File: src/rtl/dwr_parity_ctl.sv
module dwr_parity_ctl #(
  parameter int AW = 32,
  parameter int DW = 32,
  parameter int CW = 4
) (
  input  logic            clk,
  input  logic            rst_n,
  input  logic            ent_load,
  input  logic            ent_dir,
  input  logic [AW-1:0]   ent_addr,
  input  logic [CW-1:0]   ent_cmd,
  input  logic [DW-1:0]   ent_data,
  input  logic [DW/8-1:0] ent_be,
  input  logic            ent_par,
  input  logic            ent_tgt_perr,
  input  logic            rty_valid,
  input  logic [AW-1:0]   rty_addr,
  input  logic [CW-1:0]   rty_cmd,
  input  logic [DW-1:0]   rty_data,
  input  logic [DW/8-1:0] rty_be,
  input  logic            rty_par,
  input  logic            rty_par_err,
  input  logic            pri_resp_en,
  input  logic            sec_resp_en,
  input  logic            pri_sts_clr,
  input  logic            sec_sts_clr,
  output logic            ack_o,
  output logic            retry_o,
  output logic            head_pop,
  output logic            head_valid,
  output logic            par_err_n,
  output logic            pri_perr_det,
  output logic            sec_perr_det
);
  localparam int BW = DW / 8;

  logic [AW-1:0] h_addr;
  logic [CW-1:0] h_cmd;
  logic [DW-1:0] h_data;
  logic [BW-1:0] h_be;
  logic          h_dir, h_tgt_perr, h_par;
  logic          sig_d1, sig_d2;

  // parity bit deliberately excluded from the match
  wire hit      = head_valid && rty_valid && (rty_addr == h_addr) &&
                  (rty_cmd == h_cmd) && (rty_data == h_data) && (rty_be == h_be);
  wire ini_err  = hit && rty_par_err;
  wire ini_en   = h_dir ? sec_resp_en : pri_resp_en;
  wire sig_now  = hit && (rty_par_err ? ini_en
                                      : (h_tgt_perr && pri_resp_en && sec_resp_en));
  wire set_pri  = ini_err && !h_dir;
  wire set_sec  = ini_err &&  h_dir;
  wire unused_par = h_par ^ rty_par;

  always_ff @(posedge clk or negedge rst_n) begin
    if (!rst_n) begin
      h_addr     <= '0;
      h_cmd      <= '0;
      h_data     <= '0;
      h_be       <= '0;
      h_dir      <= 1'b0;
      h_tgt_perr <= 1'b0;
      h_par      <= 1'b0;
    end else if (ent_load) begin
      h_addr     <= ent_addr;
      h_cmd      <= ent_cmd;
      h_data     <= ent_data;
      h_be       <= ent_be;
      h_dir      <= ent_dir;
      h_tgt_perr <= ent_tgt_perr;
      h_par      <= ent_par;
    end
  end

  always_ff @(posedge clk or negedge rst_n) begin
    if (!rst_n) begin
      head_valid   <= 1'b0;
      ack_o        <= 1'b0;
      retry_o      <= 1'b0;
      head_pop     <= 1'b0;
      sig_d1       <= 1'b0;
      sig_d2       <= 1'b0;
      par_err_n    <= 1'b1;
      pri_perr_det <= 1'b0;
      sec_perr_det <= 1'b0;
    end else begin
      if (ent_load)
        head_valid <= 1'b1;
      else if (hit && !rty_par_err)
        head_valid <= 1'b0;
      ack_o        <= hit;
      retry_o      <= rty_valid && !hit;
      head_pop     <= hit && !rty_par_err;
      sig_d1       <= sig_now;
      sig_d2       <= sig_d1;
      par_err_n    <= !sig_d2;
      pri_perr_det <= set_pri || (pri_perr_det && !pri_sts_clr);
      sec_perr_det <= set_sec || (sec_perr_det && !sec_sts_clr);
    end
  end

  AST_ACK_RETRY_EXCL: assert property (@(posedge clk) disable iff (!rst_n)
    !(ack_o && retry_o));
  AST_POP_WITH_ACK: assert property (@(posedge clk) disable iff (!rst_n)
    head_pop |-> ack_o);
  AST_LOCAL_ERR_NO_POP: assert property (@(posedge clk) disable iff (!rst_n)
    (rty_valid && rty_par_err) |=> !head_pop);
  AST_EMPTY_RETRY: assert property (@(posedge clk) disable iff (!rst_n)
    (rty_valid && !head_valid) |=> retry_o);
  AST_ERR_AFTER_ACK: assert property (@(posedge clk) disable iff (!rst_n)
    !par_err_n |-> $past(ack_o, 2));
  AST_FLAG_STICKY_PRI: assert property (@(posedge clk) disable iff (!rst_n)
    (pri_perr_det && !pri_sts_clr) |=> pri_perr_det);
  AST_FLAG_STICKY_SEC: assert property (@(posedge clk) disable iff (!rst_n)
    (sec_perr_det && !sec_sts_clr) |=> sec_perr_det);
  AST_ERR_NEEDS_EN: assert property (@(posedge clk) disable iff (!rst_n)
    $fell(par_err_n) |-> ($past(pri_resp_en, 3) || $past(sec_resp_en, 3)));
endmodule

File: config.mk
export PLATFORM = sky130hd
export DESIGN_NAME = dwr_parity_ctl
export DESIGN_NICKNAME = d
export VERILOG_FILES = /design/src/rtl/dwr_parity_ctl.sv
export SDC_FILE = /design/constraint.sdc
export NUM_CORES = 1
export LEC_CHECK = 0
export ABC_AREA = 1
export BUFFER_PORTS_ARGS = -buffer_cell sky130_fd_sc_hd__buf_2
export CAP_MARGIN = 20
export CELL_PAD_IN_SITES_DETAIL_PLACEMENT = 1
export CELL_PAD_IN_SITES_GLOBAL_PLACEMENT = 1
export CORE_AREA = 2 2 119 121
export DETAILED_ROUTE_END_ITERATION = 8
export DIE_AREA = 0 0 121 123
export GPL_ROUTABILITY_DRIVEN = 0
export MAX_ROUTING_LAYER = met4
export PLACE_DENSITY_LB_ADDON = 0.25
export SLEW_MARGIN = 20
export SYNTH_ARGS = -nofsm -noshare
export SYNTH_HDL_FRONTEND = slang
export SYNTH_SLANG_ARGS = --single-unit
File: constraint.sdc
create_clock -name clk -period 1.6 [get_ports clk]
set_input_delay 0.16 -clock clk [delete_from_list [all_inputs] [get_ports clk]]
set_output_delay 0.16 -clock clk [all_outputs]
set_load 0.005 [all_outputs]
[Word-level counts from Yosys, hierarchy flattened]
Index checks and enable logic that the tools add are counted.
Operators by class
  reduce and logical (&&, ||, !) cells: 24
  muxes and demuxes: 4
  eq/ne operators: 4
Operators with widths (number)
  == test 32 bit: 2
  logical AND 1 bit: 15
  == test 4 bit: 2
  zero test 1 bit: 6
  2-to-1 mux 1 bit: 4
  logical OR 1 bit: 2
  nonzero test 2 bit: 1
Storage, ports and cells
  word-level logic and storage cells: 47
  bits of input ports: 157
  register bits after elaboration: 83
  output and inout bits: 7

[Longest topological paths before layout]
Gate-level depths: netlist of run 1.
  depth after elaboration: 8
  mapped depth: 13
  depth with buffers taken out: 13

[Worst setup path after synthesis of run 1]
No wires, ideal clock.
  path kind: register to register
  start: register h_addr[12]
  end: register retry_o
  data arrival time: 1.194 ns
  slack: 0.293 ns
  cell stages (with the launch flop): 11
  cells stage by stage: dfrtp_1 xnor2_1 nand2_1 nor2_1 nand2_1 nor2_1 nand2_1 nor2_2 nand2_1 inv_2 nor2_2
On the way
  longest elaborated chain between the ends: 7
Ends and longest elaborated chain
  start, declared: line 37  | logic [AW-1:0] h_addr;
  start signal, assigned: line 65  | h_addr <= ent_addr;
  == test 32 bit: line 45  | wire hit = head_valid && rty_valid && (rty_addr == h_addr) &&
  logical AND 1 bit (2 in a row): line 45
  logical AND 1 bit (2 in a row): line 46  | (rty_cmd == h_cmd) && (rty_data == h_data) && (rty_be == h_be);
  named net hit: line 45
  zero test 1 bit: line 92  | retry_o <= rty_valid && !hit;
  logical AND 1 bit: line 92
  end signal, assigned: line 92
  end, declared: line 28  | output logic retry_o,
The timed path passes the listed nets, and every way through them passes these cells.
A chain may end at the register's enable or synchronous reset.

[Worst setup path after layout of run 1]
  start: register h_cmd[2]
  end: register head_valid
On the way
  longest elaborated chain between the ends: 6
Ends and longest elaborated chain
  start, declared: line 38  | logic [CW-1:0] h_cmd;
  start signal, assigned: line 66  | h_cmd <= ent_cmd;
  == test 4 bit: line 46
  logical AND 1 bit: line 45
  logical AND 1 bit (2 in a row): line 46
  logical AND 1 bit: line 89  | else if (hit && !rty_par_err)
  nonzero test 2 bit (no line)
  end signal, assigned: line 77  | head_valid <= 1'b0;
  end signal, assigned: line 88  | head_valid <= 1'b1;
  end signal, assigned: line 90  | head_valid <= 1'b0;
  end, declared: line 30  | output logic head_valid,
No other way between the ends.

==> results of run 1 <==
-- logic make-up after synthesis --
logic type,after synthesis,share of synthesized area [%]
buffers and inverters,132,11.0
AND/OR/NAND/NOR,364,30.9
XOR/XNOR,28,5.42
flip-flops,83,45.9
AO/OA/AOI/OAI,60,6.69
-- layout by cell type (no fill, tap or decap), types with 2 or more instances in the layout --
master     netlist  final
a21oi_1          2      2
o21ai_1          2      3
inv_2            2     10
buf_12           0      3
nor2_4           1      3
diode_2          0      3
inv_1          114    106
nand4_1          6      6
buf_4            0      6
nor2_1          43     36
nor2_2           2      7
nand3_1          4      3
nand2_2          0     14
xor2_1           8      8
buf_2            2    159
dfrtp_1         82     82
xnor2_1         20     19
clkinv_2         0      2
o21ai_0         55     53
nand2_1        307    293
bufinv_16        0      3
clkbuf_16        0      9
-- final cells by class --
type	instances	area, um^2	share of cell area [%]
repair buffers	170	922	15.3
well taps	180	225	3.73
clock buffers	9	225	3.73
diodes	3	7.51	0.124
inverters	116	435	7.21
multi-input cells	452	2030	33.6
flip-flops and latches	83	2080	34.4
clock inverters	7	116	1.93
-- timing repair --
item | 4_1_cts | 5_1_grt
setup endpoints to repair | 3 | 6
buffers inserted | 0 | 1
hold endpoints to repair | 30 | 0
hold buffers | 1 | 0
pin swaps | 0 | 34
resized for setup | 2 | 35
cloned | 0 | 0
-- synthesized netlist by cell type, drive strengths merged --
cell type  instances
a21oi              2
buf                2
clkbuf            14
dfrtp             82
dfstp              1
inv              116
nand2            307
nand3              4
nand4              6
nor2              46
nor3               1
o211ai             1
o21ai             57
xnor2             20
xor2               8
-- power breakdown --
part           leakage [nW]  switching, mW  internal (mW)
combinational          2.31          0.549          0.414
clock                 0.165          0.892           1.52
sequential             1.01          0.107           2.27
-- state kept, by name (all words and copies together), names as in the netlist, 4 cells and up --
name	cells
h_cmd	4
h_be	4
h_addr	32
h_data	32
-- critical path: stages, from the launching register on --
cell	delay, ns
dfrtp_1	0.38
nand2_1	0.13
nand2_1	0.07
nor2_1	0.11
nand2_1	0.08
nor2_1	0.12
nand2_2	0.08
nor2_4	0.13
nand4_1	0.16
nand2_1	0.10
nand2_1	0.05
-- through the flow --
step,cell area [um^2],instances
6_report,6040,1020
5_1_grt,6040,1020
4_1_cts,5950,1016
3_5_place_dp,5590,999
3_3_place_gp,5590,999
2_1_floorplan,4520,667
-- metal layers --
metal	up-vias	global-route usage [%]	part of all wire, %
met5	-	-	0
met4	0	6.18	1.6
met3	15	3.46	4.7
met2	93	32.9	51
met1	2072	22.5	43
li1	2294	-	-
-- final timing paths --
path / slack, ns / end / from / cells past startpoint
worst min register to register: 0.35 / sig_d2 / sig_d1 / 0
worst max-delay path: 0.07 / head_valid / h_cmd[2] / 10
min in group asynchronous: 0.31 / h_addr[8] / rst_n / 2
max in group asynchronous: 0.77 / h_addr[23] / rst_n / 3
worst min-delay path: 0.02 / h_be[0] / ent_be[0] / 3
worst max register to register: 0.07 / head_valid / h_cmd[2] / 10
==> impl_results.md, run 1 <==
* 1st-pass router iterations at 4
* WHS at 0.0181 ns
* Final #Nets at 989
* Post-Syn Nets at 824
* Dpl hpwl at approximately 10,000 um
* WL final at about 14,000 um
* DRC viols at 0
* Initial core utilization at 33.2%
* Crit-path max FO at 3
* Area of the die at 14,900 um^2
* Setup ws final at 0.0650 ns
* Ys Warns at 0
* Root Driver: clkbuf_16
* Number of global-route vias before repair at 4,685
* Cts bufs inserted at 9
* Via density at 4.39
* CP Capture Type: register
* Yosys reg bits at 83
* Clk buf depth at 2
* Req. time, crit path at approximately 1.8 ns
* Dpl ws at -0.0324 ns
* Outcome: completed
* Initial antenna violation count at 3
* Worst Skew at roughly 0.0072 ns
* PwrDens at about 950 nW/um^2
* GR Util All Layers at 19.1%
* Grt ovf at 0
* # setup viols final at 0
* CORE AREA at around 14,000 um^2
* Pins Over Slew Limit at 0
* CTS sink cnt at 83
* RSZ-0062 raised after global routing: yes
* Hold Vio Cnt, Final at 0
* Initial drt markers at 201
* Ratio of cells with drive above 1 in the final layout at a little over a quarter
* Synthesized cell area at 4520 um^2
* Routed Antenna Nets at 0
* Routed wire length per instance at 13.3 um
* Die Span Y at 123 um
* Share of the synthesized area in the top cell type at 45.4%
* Normalized max-slew margin at roughly 69%
* Worst-Skew Late Latency at 0.34 ns
* Part of the Yosys area used for sequential elements at 45.9%
* Via count at 4,474
* Syn Area/Cell at 6.78 um^2
* Post-Route Utilization at 44.4%
* Filler cells at about 1,800
* Largest net degree at the start of global routing at between 90 and 100
* Crit Path Class: reg -> reg
* Fmax at 651 MHz
* FP Rows at 43
* Reg clk slew, reported paths at 0.06 ns
* Top post-synthesis cells by area: dfrtp_1 45%, nand2_1 25%, inv_1 9.5%, o21ai_0 6.1%, xnor2_1 3.9%
* Htree depth at 3
* Measured slew at the worst slew-check pin at 0.462 ns
* Max_cap viols at 0
* IO Port Bufs at 161
* Cells after Synth at 667
* WP data arrival at 1.75 ns
* Leakage at between 3 and 4 nW
* VDD IR max at between 0.0003 and 0.0004 V
* IO Pins at 164
* Yosys cell types at 19
* Area added between synthesis and finish at 33.4%
* Die X at 121 um
* CP Launch Type: register
* Leading area contributor after synthesis: dfrtp_1
* Crit path time final at about 1.5 ns
* Final Cycle Share at 95.9%
* First-pass GRT wire length at 21,300 um
* Hold Crit Class: in -> reg
* CTS tree: done
* Pwr Total at 5.75 mW
* Post-Route Setup TNS at 0 ns
Note: power is estimated with default switching activity, not from simulation.
==> run 2: changes to the inputs <==
--- a/config.mk
+++ b/config.mk
@@ -5,14 +5,14 @@
 export SDC_FILE = /design/constraint.sdc
 export NUM_CORES = 1
 export LEC_CHECK = 0
-export ABC_AREA = 1
 export BUFFER_PORTS_ARGS = -buffer_cell sky130_fd_sc_hd__buf_2
 export CAP_MARGIN = 20
 export CELL_PAD_IN_SITES_DETAIL_PLACEMENT = 1
 export CELL_PAD_IN_SITES_GLOBAL_PLACEMENT = 1
-export CORE_AREA = 2 2 119 121
+export CORE_AREA = 2 2 107 109
+export CTS_BUF_LIST = sky130_fd_sc_hd__clkbuf_4 sky130_fd_sc_hd__clkbuf_8
 export DETAILED_ROUTE_END_ITERATION = 8
-export DIE_AREA = 0 0 121 123
+export DIE_AREA = 0 0 109 111
 export GPL_ROUTABILITY_DRIVEN = 0
 export MAX_ROUTING_LAYER = met4
 export PLACE_DENSITY_LB_ADDON = 0.25
==> run 2 against run 1 <==
Global-route usage is 1.2 points higher. Combinational power rose by 18%. Sequential power rose by 3%. The flow now finishes with violations (negative setup slack). Cell count is 34% lower. Critical path depth shrank 5. Non-clock buffer count grew 30. Sequential share of layout area is 1.3 points higher. Maximum frequency shrank 13%. First-iteration DRC count is 45% lower. Largest power group is now sequential cells. Critical endpoint unchanged. Critical path type unchanged. Die area is 19% lower. Worst hold slack better by 0.0016 ns.
==> impl_results.md, run 2 <==
* Dpl hpwl at between 8000 and 9000 um
* Cells after Synth at about 330
* Primary FF master, synth: dfrtp_1
* Largest net degree at the start of global routing at 39
* IO Port Bufs at 161
* Setup ws final at -0.154 ns
* Share of the synthesized area in the top cell type at between 50% and 60%
* GR Util All Layers at 20.3%
* Hold Vio Cnt, Final at 0
* Area added between synthesis and finish at 42.9%
* CORE AREA at 11,100 um^2
* Initial drt markers at 110
* Clock Power Share at 30.8%
* Post-Syn Nets at 484
* 1st-pass router iterations at 4
* Crit Path Class: reg -> reg
* Number of global-route vias before repair at 3,651
* CTS tree: done
* Inst Count DP at 650
* Worst-Skew Late Latency at around 0.36 ns
* Cts bufs inserted at 9
* Most common cell after layout, fill and taps aside: buf_2
* CP Capture Type: register
* Share of synthesized flip-flops with an asynchronous set or reset at 100%
* Req. time, crit path at 1.84 ns
* # setup viols final at 6
* Hold Crit Class: in -> reg
* Routed wire length per instance at 17.1 um
* Pins Over Slew Limit at 0
* CP Launch Type: register
* Initial core utilization at 36.7%
* Max_cap viols at 0
* Synthesized cell area at 4070 um^2
* Syn Area/Cell at 12.4 um^2
* Commonest non-fill, non-tap cells in the layout: 159 x buf_2, 82 x dfrtp_1, 65 x mux2_2, 35 x xnor2_1, 34 x buf_4
* Crit-path max FO at 3
* VDD IR max at 0.000411 V
* Count leader, synth: dfrtp_1
* Met1 wire length at 4880 um
* Via density at 4.82
* Measured slew at the worst slew-check pin at 0.394 ns
* Normalized max-slew margin at 73.7%
* Footprint of the multi-input gates at 2140 um^2
* Max Used Layer: met4
* Sw frac at 26.6%
* First-pass GRT wire length at 18,000 um
* DRC viols at 0
* Outcome: finished, violations left
* Ratio of cells with drive above 1 in the final layout at around 60%
* Fmax at 570 MHz
* FP Rows at 39
* Most frequent cells after synthesis: 82 x dfrtp_1, 65 x mux2_2, 59 x xnor2_1
* Ys Warns at 0
* Worst Skew at 0.00833 ns
* Root Driver: clkbuf_8
* Clk buf depth at 2
* Failing checks: negative setup slack
* Top post-synthesis cells by area: dfrtp_1 50%, mux2_2 18%, xnor2_1 13%, nand4_1 4.8%, nand2b_1 1.8%
* WHS at a little under 0.02 ns
* Met2 wire length at 5790 um
* WP data arrival at 2.00 ns
* Yosys cell types at 33
* Crit path time final at 1.75 ns
* Initial antenna violation count at 2
* Via count at about 3,300
* Met3 WL at 748 um
* WL final at 11,600 um
* Reg clk slew, reported paths at around 0.090 ns
* Part of the Yosys area used for sequential elements at 51.1%
* Cell-internal power at 3.78 mW
* Largest regs: h_addr x32, h_data x32
* Htree depth at 3
* RSZ-0062 raised after global routing: yes
* Yosys reg bits at 83
* Comb power frac at 22.1%
* Final Cycle Share at 110%
* Register Area at ~2100 um^2
* Leakage at roughly 2.7 nW
* Routed Antenna Nets at 0
* Sequential share of power at ~47%
* Net switching power at 1.37 mW
* Final #Nets at 686
* Die Span Y at 111 um
* Final Non-Filler Cells at 678
* PwrDens at 886 nW/um^2
* Die X at 109 um
* Leading area contributor after synthesis: dfrtp_1
* Area of the die at 12,100 um^2
* Post-synth EDFFs at 0
* Pwr Total at 5.15 mW
* IO Pins at between 150 and 200
* CTS sink cnt at 83
* Filler cells at 1,243
* Grt ovf at 0
## run 2: cells by family after synthesis
group | share of synthesized area [%]
AO/OA/AOI/OAI | 3.66
XOR/XNOR | 12.9
buffers and inverters | 2.55
flip-flops | 51.1
multiplexers | 18.0
AND/OR/NAND/NOR | 11.7
## run 2: cell type report
| type | instances | share of cell area [%] |
|---|---|---|
| antenna | 2 | 0.0862 |
| clock buffer | 13 | 2.86 |
| clock inverter | 2 | 0.603 |
| inverter | 14 | 0.905 |
| multi-input combinational | 221 | 36.9 |
| sequential | 83 | 35.8 |
| tap | 143 | 3.08 |
| timing repair buffer | 200 | 19.8 |
## run 2: metal layers
| metal | vias to the layer above | track usage, % |
|---|---|---|
| met1 | 1587 | 24.5 |
| li1 | 1558 | - |
| met2 | 106 | 32.9 |
| met3 | 17 | 5.94 |
| met4 | 0 | 5.56 |
| met5 | - | - |
## run 2: per-stage QoR
| step | utilization (%) | TNS [ns] | area [um^2] | setup slack [ns] |
|---|---|---|---|---|
| after global placement | 47.4 | -1.54 | 5250 | -0.266 |
| after global routing | 52.4 | -1.32 | 5810 | -0.263 |
| after CTS | 51.0 | -0.587 | 5650 | -0.157 |
| final | 52.4 | -0.526 | 5810 | -0.154 |
| after detailed placement | 47.4 | -1.48 | 5250 | -0.282 |
| after floorplan | - | -0.0113 | 4070 | -0.0113 |
## run 2: worst max-delay path, stage by stage, from the launching register on
cell and delay [ns]:
dfrtp_1 0.40, xnor2_1 0.18, nand4_1 0.17, nor4_4 0.40
nand3_2 0.14, o32a_1 0.35
## run 2: power groups by stage
stage	Clock, mW	Combinational (mW)	Sequential, mW
after floorplan	0	0.552	2.42
after global placement	0	0.993	2.44
after detailed placement	0	1.02	2.45
after CTS	1.63	1.09	2.42
after global routing	1.72	1.24	2.45
final	1.58	1.14	2.43
## run 2: repair_timing
action,in CTS,in global routing
resized for setup,22,18
setup endpoints to repair,7,7
pin swaps,21,33
buffers inserted,4,5
hold endpoints to repair,28,0
hold buffers,3,0
## run 2: path summary, 6_finish.rpt
kind,from,to,slack [ns],cells past startpoint
max,h_data[13],head_valid,-0.15,5
min,ent_addr[19],h_addr[19],0.02,3
max reg2reg,h_data[13],head_valid,-0.15,5
min reg2reg,sig_d2,par_err_n,0.36,1
max in group asynchronous,rst_n,h_data[13],0.74,3
min in group asynchronous,rst_n,h_addr[1],0.26,2
==> run 3: changes to the inputs <==
==> constraint.sdc (replaced) <==
create_clock -name clk -period 1.8 [get_ports clk]
set_input_delay 0.18 -clock clk [delete_from_list [all_inputs] [get_ports clk]]
set_output_delay 0.18 -clock clk [all_outputs]
set_load 0.005 [all_outputs]
==> run 3 against run 2 <==
The run now ends clean. Flip-flop and latch count did not move. Wire length fell by 2.9%. Cell count fell by 2.5%. Largest cell class is now sequential cells. Largest power group unchanged. Maximum frequency fell by 2.1%. Highest routed layer unchanged. Clock skew rose by 0.0074 ns.
==> impl_results.md, run 3 (synthesized netlist as in run 2, its figures left out) <==
* Outcome: completed
* Clk buf depth at 2
* Area of the die at roughly 12,000 um^2
* Grt ovf at 0
* Leakage at 2.52 nW
* Area added between synthesis and finish at 35.8%
* Final #Nets at 668
* Initial antenna violation count at 1
* Initial drt markers at 71
* Initial core utilization at 36.7%
* Post-Place Cell Area at 5140 um^2
* Die X at 109 um
* IO Port Bufs at 161
* Worst path top cell family by delay: compound AO/OA/AOI/OAI gates
* WP data arrival at 2.02 ns
* VDD IR max at 0.000399 V
* RSZ-0062 raised after global routing: yes
* Routed Antenna Nets at 0
* WHS at between 0.03 and 0.04 ns
* Largest regs: h_addr x32, h_data x32
* Die Span Y at approximately 110 um
* Max incr delay on CP at 0.39 ns
* Most common cell after layout, fill and taps aside: buf_2
* Ratio of cells with drive above 1 in the final layout at 55.8%
* CP Launch Type: register
* Design area at 5520 um^2
* Via count at between 3,000 and 4,000
* GR Util All Layers at 20.1%
* CP Capture Type: register
* Hold Vio Cnt, Final at 0
* Largest net degree at the start of global routing at 75
* WL final at 11,300 um
* Pins Over Slew Limit at 0
* PwrDens at 776 nW/um^2
* Number of global-route vias before repair at 3,633
* CP Cell Sequence: xor2_1, a221o_1, nor4_4, nand3_4, o32a_1
* Cts bufs inserted at 9
* Crit-path max FO at 2
* Worst path slowest cell: dfrtp_1
* FP Rows at 39
* CTS tree: done
* 1st-pass router iterations at 4
* Final Non-Filler Cells at 661
* # setup viols final at 0
* Crit Path Class: reg -> reg
* Inst Count DP at 638
* Commonest non-fill, non-tap cells in the layout: 159 x buf_2, 82 x dfrtp_1, 65 x mux2_2, 47 x xnor2_1, 31 x nand4_1
* IO Pins at 164
* Max_cap viols at 0
* Fmax at 558 MHz
* Final Cycle Share at 99.5%
* Normalized max-slew margin at 37.4%
* Measured slew at the worst slew-check pin at 0.939 ns
* CTS sink cnt at 83
* Htree depth at 3
* Dpl hpwl at 8910 um
* Hold Crit Class: in -> reg
* Worst path bufs/invs at 0
* Routed wire length per instance at 17.0 um
* Via density at 4.89
* Post-Route Setup TNS at 0 ns
* Crit path time final at 1.79 ns
* Root Driver: clkbuf_8
* DRC viols at 0
* CORE AREA at 11,100 um^2
* Worst Skew at 0.0157 ns
* Req. time, crit path at 2.03 ns
* First-pass GRT wire length at approximately 18,000 um
* Reg clk slew, reported paths at 0.09 ns
* Worst-Skew Late Latency at 0.36 ns
## run 3: changes by cell type in the layout (fill, tap and decap cells not counted), sizes merged
cell and delta:
dlygate4sd3 -2, clkbuf +2, bufinv -1, buf -16
## run 3: per-layer routing
metal	global-route usage (%)	routed length (um)	part of all wire [%]	up-vias
li1	-	-	-	1528
met1	24.1	4540	40	1576
met2	32.2	5670	50	113
met5	-	0	0	-
met4	6.58	218	1.9	0
met3	5.82	819	7.3	18
## run 3: what timing repair did
action                     CTS  global route
hold endpoints to repair    82             0
resized for setup           15            10
setup endpoints to repair    7             7
hold buffers                 1             0
pin swaps                   13             6
buffers inserted             4             0
## run 3: cell type report
cell class / count / area (um^2)
multi-input cells: 221 / 2040
inverters: 14 / 52.6
clock buffers: 15 / 169
clock inverters: 1 / 5.00
flip-flops and latches: 83 / 2080
fillers: 1256 / 5560
repair buffers: 182 / 987
well taps: 143 / 179
diodes: 2 / 5.00
## run 3: path summary, 6_finish.rpt
check	start	endpoint	slack, ns	depth (start not counted)
worst min register to register	sig_d2	par_err_n	0.37	1
min in group asynchronous	rst_n	h_data[7]	0.24	2
worst max-delay path	h_cmd[0]	head_valid	0.008	5
max in group asynchronous	rst_n	par_err_n	1.01	3
worst max register to register	h_cmd[0]	head_valid	0.008	5
worst min-delay path	ent_data[10]	h_data[10]	0.03	3
## run 3: per-stage QoR
stage,total power [mW],worst slack [ns],utilization (%)
detailed placement,3.02,-0.221,46.4
global placement,2.98,-0.186,46.4
floorplan,2.64,0.177,-
finish,4.29,0.00842,49.8
global route,4.53,-0.0758,49.8
CTS,4.34,0.000116,49.3
## run 3: power by group
part | leakage [nW] | internal (mW) | switching, mW
Sequential | 0.984 | 2.03 | 0.121
Clock | 0.0962 | 0.595 | 0.650
Combinational | 1.44 | 0.496 | 0.394
## run 3: worst reg2reg max path, delay by kind of cell, from the launching register on
kind,cells,cell delay [ns]
AND/OR/NAND/NOR,2,0.40
XOR/XNOR,1,0.18
AO/OA/AOI/OAI,2,0.68
flip-flops,1,0.39
